===== config.mk =====
export PLATFORM = sky130hd
export DESIGN_NAME = sleep_wake_seq
export DESIGN_NICKNAME = d
export VERILOG_FILES = /design/src/rtl/sws_pkg.sv /design/src/rtl/sws_sync.sv /design/src/rtl/sws_wake_detect.sv /design/src/rtl/sws_fsm.sv /design/src/rtl/sws_strobe.sv /design/src/rtl/sleep_wake_seq.sv
export SDC_FILE = /design/constraint.sdc
export NUM_CORES = 1
export LEC_CHECK = 0
export BUFFER_PORTS_ARGS = -buffer_cell sky130_fd_sc_hd__buf_2
export CAP_MARGIN = 20
export CORE_UTILIZATION = 46
export CTS_BUF_LIST = sky130_fd_sc_hd__clkbuf_4
export CTS_CLUSTER_SIZE = 40
export DETAILED_ROUTE_END_ITERATION = 8
export HOLD_SLACK_MARGIN = 0.1
export PLACE_DENSITY_LB_ADDON = 0.2
export SLEW_MARGIN = 15
export SYNTH_ARGS = -nofsm -noshare
export SYNTH_HDL_FRONTEND = slang
export SYNTH_SLANG_ARGS = --single-unit

===== constraint.sdc =====
create_clock -name clk_slow -period 3.15 [get_ports clk_slow]
set_clock_uncertainty 0.2 [all_clocks]
set_input_delay 0.945 -clock clk_slow [delete_from_list [all_inputs] [get_ports clk_slow]]
set_output_delay 0.945 -clock clk_slow [all_outputs]
set_load 0.01 [all_outputs]

===== src/rtl/sws_pkg.sv =====
package sws_pkg;

   typedef enum logic [2:0] {
      ST_AWAKE  = 3'd0,
      ST_ENTER  = 3'd1,
      ST_SLEEP  = 3'd2,
      ST_SETTLE = 3'd3,
      ST_SAMPLE = 3'd4
   } sws_state_e;

   localparam logic [1:0] STAT_AWAKE  = 2'b00;
   localparam logic [1:0] STAT_ENTER  = 2'b01;
   localparam logic [1:0] STAT_ASLEEP = 2'b10;
   localparam logic [1:0] STAT_WAKING = 2'b11;

endpackage


===== src/rtl/sws_sync.sv =====
module sws_sync #(
   parameter int STAGES = 2
) (
   input  logic clk,
   input  logic rst_n,
   input  logic d,
   output logic q
);

   if (STAGES < 2) begin : g_bad_stages
      $error("sws_sync: STAGES must be at least 2");
   end

   logic [STAGES-1:0] chain_q;

   always_ff @(posedge clk or negedge rst_n) begin
      if (!rst_n) chain_q <= '0;
      else        chain_q <= {chain_q[STAGES-2:0], d};
   end

   assign q = chain_q[STAGES-1];

endmodule


===== src/rtl/sws_wake_detect.sv =====
module sws_wake_detect #(
   parameter int N_IRQ            = 8,
   parameter bit MASK_ACTIVE_HIGH = 1'b1
) (
   input  logic             clk_slow,
   input  logic             rst_n,
   input  logic [N_IRQ-1:0] irq_req,
   input  logic [N_IRQ-1:0] irq_mask,
   output logic             wake_n
);

   logic [N_IRQ-1:0] enabled;

   if (MASK_ACTIVE_HIGH) begin : g_mask_high
      assign enabled = irq_req & irq_mask;
   end else begin : g_mask_low
      assign enabled = irq_req & ~irq_mask;
   end

   // first resolving flop on the falling edge; the rising-edge state
   // register behind it is the second
   always_ff @(negedge clk_slow or negedge rst_n) begin
      if (!rst_n) wake_n <= 1'b0;
      else        wake_n <= |enabled;
   end

endmodule


===== src/rtl/sws_fsm.sv =====
module sws_fsm
   import sws_pkg::*;
(
   input  logic       clk_slow,
   input  logic       rst_n,
   input  logic       sleep_s,
   input  logic       ack_s,
   input  logic       wake_n,
   output sws_state_e state_q,
   output logic       pd_q
);

   sws_state_e state_d;
   logic       sleep_d;
   logic       sleep_rise;

   assign sleep_rise = sleep_s & ~sleep_d;

   always_comb begin
      state_d = state_q;
      case (state_q)
         ST_AWAKE:  if (sleep_rise) state_d = ST_ENTER;
         ST_ENTER:  if (ack_s)      state_d = ST_SLEEP;
         ST_SLEEP:  if (wake_n)     state_d = ST_SETTLE;
         ST_SETTLE:                 state_d = ST_SAMPLE;
         ST_SAMPLE:                 state_d = ST_AWAKE;
         default:                   state_d = ST_AWAKE;
      endcase
   end

   always_ff @(posedge clk_slow or negedge rst_n) begin
      if (!rst_n) begin
         state_q <= ST_AWAKE;
         pd_q    <= 1'b0;
         sleep_d <= 1'b0;
      end else begin
         state_q <= state_d;
         pd_q    <= (state_d == ST_SLEEP);
         sleep_d <= sleep_s;
      end
   end

   // release only leads into the settle step
   a_r6_release_to_settle: assert property (@(posedge clk_slow) disable iff (!rst_n)
      (state_q == ST_SLEEP && wake_n) |=> (!pd_q && state_q == ST_SETTLE));

endmodule


===== src/rtl/sws_strobe.sv =====
module sws_strobe
   import sws_pkg::*;
#(
   parameter int N_SUP = 2
) (
   input  logic             clk_slow,
   input  logic             rst_n,
   input  sws_state_e       state_q,
   input  logic [N_SUP-1:0] sup_status,
   output logic             ref_sample,
   output logic             sup_sample,
   output logic             bus_req,
   output logic [N_SUP-1:0] sup_held
);

   logic ref_p, ref_n;
   logic sup_p, sup_n;
   logic breq_n;

   // rising-edge half of each strobe
   always_ff @(posedge clk_slow or negedge rst_n) begin
      if (!rst_n) begin
         ref_p <= 1'b0;
         sup_p <= 1'b0;
      end else begin
         ref_p <= (state_q == ST_SETTLE);
         sup_p <= sup_n;
      end
   end

   // falling-edge half, bus request and supervisor capture
   always_ff @(negedge clk_slow or negedge rst_n) begin
      if (!rst_n) begin
         ref_n    <= 1'b0;
         sup_n    <= 1'b0;
         breq_n   <= 1'b0;
         sup_held <= '0;
      end else begin
         ref_n <= ref_p;
         sup_n <= (state_q == ST_SAMPLE);
         if (state_q == ST_ENTER)       breq_n <= 1'b1;
         else if (state_q == ST_SAMPLE) breq_n <= 1'b0;
         if (state_q == ST_SAMPLE) sup_held <= sup_status;
      end
   end

   assign ref_sample = ref_p & ~ref_n;
   assign sup_sample = sup_n & ~sup_p;
   assign bus_req    = breq_n;

   // the reference strobe is gone by the falling edge that raises the supervisor strobe
   a_r7_ref_half_period: assert property (@(negedge clk_slow) disable iff (!rst_n)
      ref_sample |=> !ref_sample);

endmodule


===== src/rtl/sleep_wake_seq.sv =====
module sleep_wake_seq
   import sws_pkg::*;
#(
   parameter int N_IRQ            = 8,
   parameter int N_SUP            = 2,
   parameter int SYNC_STAGES      = 2,
   parameter bit MASK_ACTIVE_HIGH = 1'b1
) (
   input  logic             clk_cpu,
   input  logic             clk_slow,
   input  logic             rst_n,
   input  logic [N_IRQ-1:0] irq_req,
   input  logic [N_IRQ-1:0] irq_mask,
   input  logic             sleep_req,
   input  logic             bus_ack,
   input  logic [N_SUP-1:0] sup_status,
   output logic             pwr_down,
   output logic             ref_sample,
   output logic             sup_sample,
   output logic             bus_req,
   output logic [N_SUP-1:0] sup_held,
   output logic [1:0]       seq_status
);

   if (N_IRQ < 1) begin : g_bad_irq
      $error("sleep_wake_seq: N_IRQ must be at least 1");
   end
   if (N_SUP < 1) begin : g_bad_sup
      $error("sleep_wake_seq: N_SUP must be at least 1");
   end

   logic       sleep_s, ack_s, wake_n;
   sws_state_e state_q;

   sws_sync #(.STAGES(SYNC_STAGES)) u_sleep_sync (
      .clk(clk_slow), .rst_n(rst_n), .d(sleep_req), .q(sleep_s));

   sws_sync #(.STAGES(SYNC_STAGES)) u_ack_sync (
      .clk(clk_slow), .rst_n(rst_n), .d(bus_ack), .q(ack_s));

   sws_wake_detect #(.N_IRQ(N_IRQ), .MASK_ACTIVE_HIGH(MASK_ACTIVE_HIGH)) u_wake (
      .clk_slow(clk_slow), .rst_n(rst_n), .irq_req(irq_req),
      .irq_mask(irq_mask), .wake_n(wake_n));

   sws_fsm u_fsm (
      .clk_slow(clk_slow), .rst_n(rst_n), .sleep_s(sleep_s), .ack_s(ack_s),
      .wake_n(wake_n), .state_q(state_q), .pd_q(pwr_down));

   sws_strobe #(.N_SUP(N_SUP)) u_strobe (
      .clk_slow(clk_slow), .rst_n(rst_n), .state_q(state_q),
      .sup_status(sup_status), .ref_sample(ref_sample),
      .sup_sample(sup_sample), .bus_req(bus_req), .sup_held(sup_held));

   always_comb begin
      case (state_q)
         ST_ENTER:             seq_status = STAT_ENTER;
         ST_SLEEP:             seq_status = STAT_ASLEEP;
         ST_SETTLE, ST_SAMPLE: seq_status = STAT_WAKING;
         default:              seq_status = STAT_AWAKE;
      endcase
   end

   // power-down only under a held bus request
   a_r4_pd_needs_busreq: assert property (@(posedge clk_cpu) disable iff (!rst_n)
      pwr_down |-> bus_req);

   // strobes exclusive and confined to the waking state
   a_r9_strobes_exclusive: assert property (@(posedge clk_cpu) disable iff (!rst_n)
      !(ref_sample && sup_sample));
   a_r9_strobes_in_wake: assert property (@(posedge clk_cpu) disable iff (!rst_n)
      (ref_sample || sup_sample) |-> (seq_status == STAT_WAKING));

   // bus request drops together with the supervisor strobe
   a_r8_release_with_sup: assert property (@(posedge clk_cpu) disable iff (!rst_n)
      $fell(bus_req) |-> sup_sample);

   // power-down rises only while the CPU acknowledges
   a_r2_pd_after_ack: assert property (@(posedge clk_cpu) disable iff (!rst_n)
      $rose(pwr_down) |-> bus_ack);

   // power-down falls only into the waking state
   a_r6_pd_fall_waking: assert property (@(posedge clk_cpu) disable iff (!rst_n)
      $fell(pwr_down) |-> (seq_status == STAT_WAKING));

endmodule


# == Word-level counts from Yosys, hierarchy flattened ==
# Index checks and enable logic that the tools add are counted.
# op_classes
reduce_logical,4
multipliers,0
add_sub_neg,0
div_mod_pow,0
n_lt_le_gt_ge,0
mux,7
n_eq_ne,5
bitwise,7
shift,0
# op_table
cell,n
$pmux 3 s4,1
$eq 3x2->1 const B,3
$mux 3,3
$and 8x8->8,1
$reduce_or 8->1,1
$pmux 2 s3,1
$and 1x1->1,3
$eq 3x1->1 const B,1
$eq 3x3->1 const B,1
$logic_not 3->1,1
$not 1->1,3
$mux 1,2
$reduce_bool 2->1,1
$reduce_or 2->1,1
# totals
n_memories,0
word_cells,35
latchBits,0
mem_bits_ro,0
reg_bits,17
out_inout_bits,8
input_bits,23
ramBits,0

# == Logic depth before layout (Yosys ltp) ==
# Gate-level depths: netlist (run 1).
# depth
word_depth,5
depth_mapped,4
ltp_nobuf,3

# == Cells and area by module ==
# From an unflattened synthesis (run 1), not the netlist that was laid out.
# hier_totals
cells_unflattened,49
area_unflattened_um2,641.9
# by_module_without_submodules
module,n_inst,seq_area_each_um2,cells_per_inst,area_each_um2
sws_strobe,1,175.2,18,255.2
sws_fsm,1,125.1,16,198.9
sws_sync,2,50.0,2,50.0
sws_wake_detect,1,25.0,6,61.3
sleep_wake_seq,1,0.0,5,26.3

==> flow_summary.toml, run 1 <==
[route]
wl_met2_um = 642
drt_first_pass_iters = 4
drc = 0
drt_wl_total_um = 1180
wl_per_cell_um = 11.5
via_count = 523
drtAntennaViolNets = 0
met1_length_um = 470
top_layer = "met4"
via_per_inst = 5.08
route.met3.wl_um = 62
drt_iter0_markers = 6

[critical_path]
path_cells = "nor2b_4 -> buf_6"
worstPathMaxFanout = 2
reg2reg_to = "u_strobe.sup_held[1]"
startpoint = "u_strobe.sup_n"
cp_data_arrival_time_ps = 2510
rrSetupSlack_ps = 50
r2r_cells = 3
cp-endpoint = "sup_sample"
critPathMaxStageDelay_ps = 420
cp.required_ps = 2000
crit_type = "reg -> out"
endpoint_kind = "output port"
cp_slowest_cell = "dfrtn_1"
rr_startpoint = "u_fsm.state_q[1]"
cp-start-kind = "register"

[power_and_ir_drop]
swShare_pct = 28.8
leakagePower_uw = 0.000474
finalPower_uw = 676
p_int_uw = 482
comb_power_share_pct = 39.6
powerDensity_nw_per_um2 = 740
power.share.clock_pct = 17.1
vdd_drop_max_mv = 0.374
seqPwrFrac_pct = 43.3
switching_power_uw = 194

[sta]
setup_viol = 5
maxSlewViolCount = 0
timing.slew.headroom_pct = 80.6
worst_slack_ps = -507
rsz0062_at_grt = "yes"
hold_viol = 0
tightestPinTransition_ps = 291

[hold_path]
hold_start = "u_ack_sync.chain_q[0]"
min_path_type = "reg -> reg"

[floorplan]
core_area_sq_um = 1300
die_h_um = 39.5
die_w_um = 39.5
start_util_pct = 49.7
io_pins = 31
rows = 13
dieArea_sq_um = 1560

[synth]
yosys.area.top_type_share_pct = 42.6
async_reset_ff_share_pct = 100
ys_types = 20
synth_top_cell_by_area = "dfrtp_1"
synth_area_per_cell_sq_um = 13.8
synth_edf_count = 0
ys_ff_latch = 17
syn-instance-count = 47
yosysMostFrequentCell = "dfrtp_1"
syn_nets = 70
netlist_area_sq_um = 647
netlist_top_cells_count = "dfrtp_1, dfrtn_1, a22oi_1"
yosys_warnings = 0
yosysSeqAreaShare_pct = 65.8
synth_top_cells_by_area = "dfrtp_1, dfrtn_1, a22oi_1, mux2_4, or3b_2"
dominantRegCellSynth = "dfrtp_1"

[grt]
grtUsageTotal_pct = 18.3
grt_max_degree = 15
grt_pass1_wl_um = 1850
antenna_found_initial = 0
overflow = 0
grt_pass1_vias = 474

[placement]
port_buffers = 29
place_ws_ps = -209
gp_congestion = 0.709
dpl.hpwl_um = 964

[final_layout]
layout-drive-gt1-share_pct = 56.8
n_antenna_cell = 0
syn_to_final_growth_pct = 41.2
fin_nets = 112
fillers = 107

[clock_network]
tritoncts = "yes"
htreeDepth = 1
cts.reportedPaths.clkPinSlew_ps = 90
clockRootBuffer = "clkbuf_4"
cts_inserted_buffers = 3
clk_latency_ps = 280
cts_sinks = 17
clk_path_buf_depth = 2

[run]
max_cap_viol_count = 0

[run_status]
violations = "setup timing"
run_status = "complete, but fails checks"
==> metal layers <==
layer	up-vias	GRT usage, %
li1	251	-
met1	246	20.8
met2	24	31.6
met3	2	5.11
met4	0	7.76
met5	-	0
==> through the flow <==
step	util [%]	cell area [sq um]	cells	hold slack [ps]	setup TNS [ps]
after CTS	69.6	906	102	167	-2150
after floorplan	-	657	47	131	-140
final	70.2	913	103	164	-2070
after detailed placement	66.3	862	97	146	-910
after global placement	66.3	862	97	132	-810
after global routing	70.2	913	103	170	-2370
==> layout by cell type (no fill, tap or decap), types with 2 or more instances in the layout <==
cell type,n
buf_2,28
a22oi_1,4
buf_4,9
nand3b_1,2
a21oi_1,2
nand2b_1,2
nor3_1,2
inv_1,2
dfrtp_1,11
dfrtn_1,6
clkbuf_4,4
or3b_2,2
o21ai_0,2
mux2_4,2
==> registers in the layout, indices dropped and copies added, names as in the netlist <==
name / count
u_fsm.state_q: 3
u_ack_sync.chain_q: 2
u_sleep_sync.chain_q: 2
u_strobe.sup_held: 2
u_fsm.pd_q: 1
u_fsm.sleep_d: 1
u_strobe.bus_req: 1
u_strobe.ref_n: 1
u_strobe.ref_p: 1
u_strobe.sup_n: 1
u_strobe.sup_p: 1
u_wake.wake_n: 1
==> cell type report <==
cell class,instances,area [sq um],share of cell area [%]
clock buffers,4,30.0,3.29
inverters,3,12.5,1.37
multi-input cells,26,208,22.7
flip-flops and latches,17,425,46.6
well taps,15,18.8,2.05
repair buffers,38,219,24.0
==> logic make-up (layout without fill, tap and decap cells) <==
group / Yosys count / in the layout / synth area share [%]
DFF: 17 / 17 / 65.8
and+or+nand+nor: 13 / 13 / 14.7
AOI/OAI and AO/OA: 11 / 11 / 11.2
buffers and inverters: 4 / 45 / 3.67
muxes: 2 / 2 / 4.64
==> timing repair <==
item,in CTS,in global routing
gates cloned,0,0
resized for setup,1,0
setup endpoints to repair,5,5
hold endpoints to repair,0,0
buffers inserted,1,1
hold buffers,0,0
==> worst min path at each step <==
| stage | endpoint | depth (start not counted) |
|---|---|---|
| 6_report | u_ack_sync.chain_q[1] | 0 |
| 5_1_grt | u_ack_sync.chain_q[1] | 0 |
| 4_1_cts | u_sleep_sync.chain_q[1] | 0 |
| 3_5_place_dp | u_sleep_sync.chain_q[1] | 0 |
| 3_3_place_gp | u_ack_sync.chain_q[1] | 0 |
| 2_1_floorplan | u_ack_sync.chain_q[1] | 0 |
==> power groups by stage <==
stage	Combinational, uW	Clock, uW	Sequential [uW]
after global placement	244	0	293
after detailed placement	249	0	298
after floorplan	114	0	316
after CTS	262	122	294
final	267	116	293
after global routing	295	136	298
==> critical path, delay by kind of cell, from the launching register on <==
kind,cells,cell delay [ps]
buffers and inverters,1,100
flip-flops,1,420
AND/OR/NAND/NOR,1,140
No activity file was read; power rests on OpenSTA's default activity.
==> run 2, diff against run 1 <==
- ABC_AREA: unset -> 1
- clock period: 3.15 -> 4.4 ns (I/O delays scaled with it)
==> run 2 against run 1 <==
Against the previous run:
- the flow still finishes with violations (setup timing)
- total power decreased by 29%
- clock-buffer cell count unchanged
- synthesized area increased by 2.1%
- worst setup slack improved by 270 ps
- sequential cell count unchanged
- via count increased by 3.8%
- utilization decreased by 5.3 points
- routed wire length decreased by 11%
- combinational power decreased by 34%
- design area decreased by 6.4%
- synthesized cell count increased by 47%
- die area increased by 2.0%
- critical path type unchanged
==> flow_summary.toml, run 2 <==
[synth]
yosysMostFrequentCell = "nand2_1"
yosys.area_share.simple_pct = 26.7
async_reset_ff_share_pct = 100
synth_top_cells_by_area = "dfrtp_1, dfrtn_1, nand2_1, inv_1, nor2_1"
synth_edf_count = 0
muxShareOfSynthArea_pct = 0
ys_ff_latch = 17
yosys.area.top_type_share_pct = 41.7
netlist_area_sq_um = 661
dominantRegCellSynth = "dfrtp_1"
yosys_warnings = 0
synth_top_family_by_area = "simple AND/OR/NAND/NOR gates"
yosysSeqAreaShare_pct = 64.4
synth-xor-area-share_pct = 0
post_synth_fa_ha_maj_area_fraction_pct = 0
syn-instance-count = 69
synth-compound-area-share_pct = 2.08
syn_nets = 92
synth_area_per_cell_sq_um = 9.57
ys_types = 16
netlist_top_cells_count = "nand2_1, dfrtp_1, inv_1, nor2_1, dfrtn_1"
synth_top_cell_by_area = "dfrtp_1"

[clock_network]
htreeDepth = 1
clk_path_buf_depth = 2
cts.reportedPaths.clkPinSlew_ps = 90
clk_latency_ps = 280
clockRootBuffer = "clkbuf_4"
cts_sinks = 17
tritoncts = "yes"
cts_inserted_buffers = 3
cts_resized = 0

[final_layout]
largest_register_ffs = 3
syn_to_final_growth_pct = 29.4
n_antenna_cell = 0
final_cell_mix = "buf_2, nand2_1, dfrtp_1, inv_1, nor2_1"
layout-drive-gt1-share_pct = 43.1
final_common_cell = "buf_2"
top_register = "u_fsm.state_q"
fin_nets = 126
finalNonFillerCells = 117
fillers = 108

[floorplan]
io_pins = 31
die_h_um = 39.9
rows = 13
die_w_um = 39.9
core_area_sq_um = 1320
dieArea_sq_um = 1590
start_util_pct = 50.1

[placement]
dpl.hpwl_um = 829
port_buffers = 29
gp_congestion = 0.709
dp_cells = 113
place_ws_ps = -12.3

[critical_path]
worstPathMaxFanout = 2
cp.required_ps = 2880
cp-start-kind = "register"
r2r_cells = 6
critPathTopFamily = "flip-flops"
reg2reg_to = "u_strobe.sup_held[1]"
path_buf_inv = 2
crit_type = "reg -> out"
rr_startpoint = "u_fsm.state_q[1]"
rrSetupSlack_ps = 930
critPathMaxStageDelay_ps = 410
cp_slowest_cell = "dfrtn_1"
cp_data_arrival_time_ps = 3120
path_cells = "inv_1 -> nor2_1 -> buf_2"
endpoint_kind = "output port"

[sta]
tightestPinTransition_ps = 369
timing.slew.headroom_pct = 75.4
setup_viol = 5
hold_viol = 0
setup_tns_ps = -808
worst_slack_ps = -239
hold_ws_ps = 154
maxSlewViolCount = 0
rsz0062_at_grt = "yes"

[route]
via_count = 543
drc = 0
drt_iter0_markers = 1
drt_first_pass_iters = 2
wl_per_cell_um = 8.96
via_per_inst = 4.64
drtAntennaViolNets = 0
drt_wl_total_um = 1050

[grt]
overflow = 0
grt_pass1_vias = 443
antenna_found_initial = 0
grtUsageTotal_pct = 17.3
grt_pass1_wl_um = 1730
grt_max_degree = 18

[hold_path]
holdPathStages = 0
hold_start = "u_sleep_sync.chain_q[0]"
whs_endpoint = "u_sleep_sync.chain_q[1]"
min_path_type = "reg -> reg"

[power_and_ir_drop]
finalPower_uw = 478
powerDensity_nw_per_um2 = 559
leakagePower_uw = 0.000489
vdd_drop_max_mv = 0.271

[run]
max_cap_viol_count = 0

[run_status]
run_status = "complete, but fails checks"
violations = "setup timing"
==> run 2: cell count changes after synthesis, moves of 3 or more <==
cell	previous run	this run
inv_2	0	5
nor2_1	0	7
nand4_1	1	4
nand2_1	0	20
inv_1	2	7
a22oi_1	4	0
==> run 2: worst reg2reg max path, cell delays in order (launching register included) <==
cell     delay [ps]
dfrtp_1         400
inv_2           130
nand2_2          90
nor2_4          140
inv_2            70
nand2_1          50
nand2_1          50
==> run 2: metrics by stage <==
stage	utilization, %	area [sq um]
2_1_floorplan	-	661
3_3_place_gp	62.6	825
3_5_place_dp	62.6	825
4_1_cts	64.9	855
5_1_grt	64.9	855
6_report	64.9	855
==> run 2: logic make-up (layout without fill, tap and decap cells) <==
logic type / Yosys count / after routing
buffers and inverters: 12 / 45
AO/OA/AOI/OAI: 2 / 2
AND/OR/NAND/NOR: 38 / 38
flip-flops: 17 / 17
==> run 2: report_power, final <==
| part | internal (uW) | switching [uW] | leakage, uW |
|---|---|---|---|
| Sequential | 195 | 21.1 | 0.000208 |
| Clock | 41.4 | 45.0 | 0.0000184 |
| Combinational | 67.5 | 108 | 0.000262 |
| Total | 303 | 174 | 0.000489 |
==> run 2: what timing repair did <==
item	CTS	global route
setup buffers	0	0
pin swaps	1	0
hold buffers	0	0
endpoints found under the setup margin	5	5
==> run 2: worst max-delay path by stage <==
stage / start / endpoint / slack (ps) / cells past startpoint
after CTS: u_strobe.sup_n / sup_sample / -250 / 3
after global placement: irq_req[0] / u_wake.wake_n / -10 / 4
after floorplan: u_strobe.sup_n / sup_sample / 110 / 2
final: u_strobe.sup_n / sup_sample / -240 / 3
after detailed placement: irq_req[0] / u_wake.wake_n / -10 / 4
after global routing: u_strobe.sup_n / sup_sample / -310 / 3
==> run 2: final cells by class <==
cell class              count  area [sq um]  area share, %
clock buffers               4          30.0           3.51
repair buffers             29           145           17.0
well taps                  15          18.8           2.20
multi-input cells          40           190           22.3
inverters                  12          45.0           5.27
flip-flops and latches     17           425           49.8
==> run 2: per-layer routing <==
metal | track usage (%) | share of wire, %
met5 | 0 | 0
met4 | 12.9 | 2.2
met3 | 3.41 | 5.5
met2 | 28.2 | 47
met1 | 19.3 | 45
==> run 3, diff against run 2 <==
- ABC_AREA: 1 -> 0
- GPL_TIMING_DRIVEN: unset -> 0
==> run 3 against run 2 <==
Against the previous run:
- the run still ends with setup timing left
- routed wire length up 6.0%
- clock power up 0.5%
- design area up 1.9%
- via count fell by 6.1%
==> flow_summary.toml, run 3 (synthesized netlist as in run 1, its figures left out) <==
[final_layout]
fin_nets = 108
final_cell_mix = "buf_2, dfrtp_1, dfrtn_1"
layout-drive-gt1-share_pct = 52.4
fin_util_pct = 66.9
final_common_cell = "buf_2"
syn_to_final_growth_pct = 34.6
largest_register_ffs = 3
n_antenna_cell = 0
top_register = "u_fsm.state_q"

[sta]
maxSlewViolCount = 0
timing.slew.headroom_pct = 75.8
tightestPinTransition_ps = 363
rsz0062_at_grt = "yes"
worst_slack_ps = -260
setup_viol = 5
hold_viol = 0
hold_ws_ps = 161

[clock_network]
clockRootBuffer = "clkbuf_4"
cts_inserted_buffers = 3
holdBufCountCts = 0
cts_sinks = 17
clk_path_buf_depth = 2
htreeDepth = 1
cts_resized = 0
cts.reportedPaths.clkPinSlew_ps = 90
tritoncts = "yes"
clk_latency_ps = 280

[grt]
overflow = 0
met3_usage_pct = 5.11
global_route.usage.met2_pct = 27.9
antenna_found_initial = 0
grt_max_degree = 18
grtUsageTotal_pct = 17.4
grt_util_met1_pct = 21.5
grt_pass1_wl_um = 1800
grt_pass1_vias = 454
busiest_layer = "met2"

[critical_path]
cp_data_arrival_time_ps = 3140
endpoint_kind = "output port"
crit_type = "reg -> out"
reg2reg_to = "u_strobe.sup_held[1]"
cp_slowest_cell = "dfrtn_1"
critPathMaxStageDelay_ps = 400
cp-start-kind = "register"
rr_startpoint = "u_fsm.state_q[1]"
critPathTopFamily = "flip-flops"
cp.required_ps = 2880
rrSetupSlack_ps = 570
path_buf_inv = 1
r2r_cells = 3
path_cells = "nor2b_1 -> buf_2"
worstPathMaxFanout = 2

[route]
drt_first_pass_iters = 4
drt_iter0_markers = 3
drtAntennaViolNets = 0
via_per_inst = 5.15
wl_per_cell_um = 11.2
drt_wl_total_um = 1110
drc = 0
via_count = 510

[floorplan]
rows = 13
io_pins = 31
dieArea_sq_um = 1560
core_area_sq_um = 1300
start_util_pct = 49.7
die_h_um = 39.5
die_w_um = 39.5

[power_and_ir_drop]
powerDensity_nw_per_um2 = 532
leakagePower_uw = 0.000453
seqPwrFrac_pct = 47.2
comb_power_share_pct = 34.0
power.share.clock_pct = 18.7
swShare_pct = 29.8
switching_power_uw = 138
vdd_drop_max_mv = 0.270
p_int_uw = 325

[run]
max_cap_viol_count = 0

[hold_path]
whs_endpoint = "u_ack_sync.chain_q[1]"
holdPathStages = 0
min_path_type = "reg -> reg"
hold_start = "u_ack_sync.chain_q[0]"

[run_status]
violations = "setup timing"
run_status = "complete, but fails checks"

[placement]
gp_congestion = 0.716
port_buffers = 29
dpl.hpwl_um = 845
-- run 3: changes by cell type in the layout (fill, tap and decap cells not counted), moves of 2 or more --
cell / delta
a22oi_1: +4
mux2_4: +2
nand2b_1: +2
nand4_1: -3
buf_4: +4
nand3b_1: +2
nor2_1: -7
inv_1: -5
nand2_1: -20
o21ai_0: +2
nor2b_1: +2
or3b_2: +2
inv_2: -5
-- run 3: cell type report --
class / count / area (sq um)
tap: 15 / 18.8
inverter: 3 / 12.5
sequential: 17 / 425
buffer: 1 / 11.3
multi-input combinational: 26 / 198
fill: 114 / 430
timing repair buffer: 33 / 175
clock buffer: 4 / 30.0
-- run 3: timing repair --
| item | 4_1_cts | 5_1_grt |
|---|---|---|
| hold endpoints to repair | 0 | 0 |
| buffers inserted | 3 | 1 |
| endpoints found under the setup margin | 5 | 5 |
-- run 3: through the flow --
step	power [uW]	instances	TNS [ps]	setup WS [ps]	area, sq um
floorplan	304	47	0	95.9	647
global placement	353	91	0	55.5	811
detailed placement	359	91	0	55.1	811
CTS	462	98	-866	-264	863
global route	496	99	-1090	-315	871
finish	463	99	-858	-260	871
-- run 3: worst max path at each step --
| stage | start | end | slack (ps) | cells past startpoint |
|---|---|---|---|---|
| floorplan | u_strobe.sup_n | sup_sample | 100 | 1 |
| global placement | u_strobe.sup_n | sup_sample | 60 | 2 |
| detailed placement | u_strobe.sup_n | sup_sample | 60 | 2 |
| CTS | u_strobe.sup_n | sup_sample | -260 | 2 |
| global route | u_strobe.sup_n | sup_sample | -320 | 2 |
| finish | u_strobe.sup_n | sup_sample | -260 | 2 |
-- run 3: metal layers --
metal / routed length [um] / vias to the layer above
met3: 81 / 4
li1: - / 244
met5: 0 / -
met2: 579 / 25
met4: 17 / 0
met1: 433 / 237
-- run 3: power groups by stage --
stage / clock network, uW / registers [uW] / logic, uW
finish: 86.8 / 219 / 158
global route: 98.4 / 225 / 173
CTS: 89.0 / 219 / 154
detailed placement: 0 / 224 / 135
global placement: 0 / 222 / 131
floorplan: 0 / 225 / 79.4
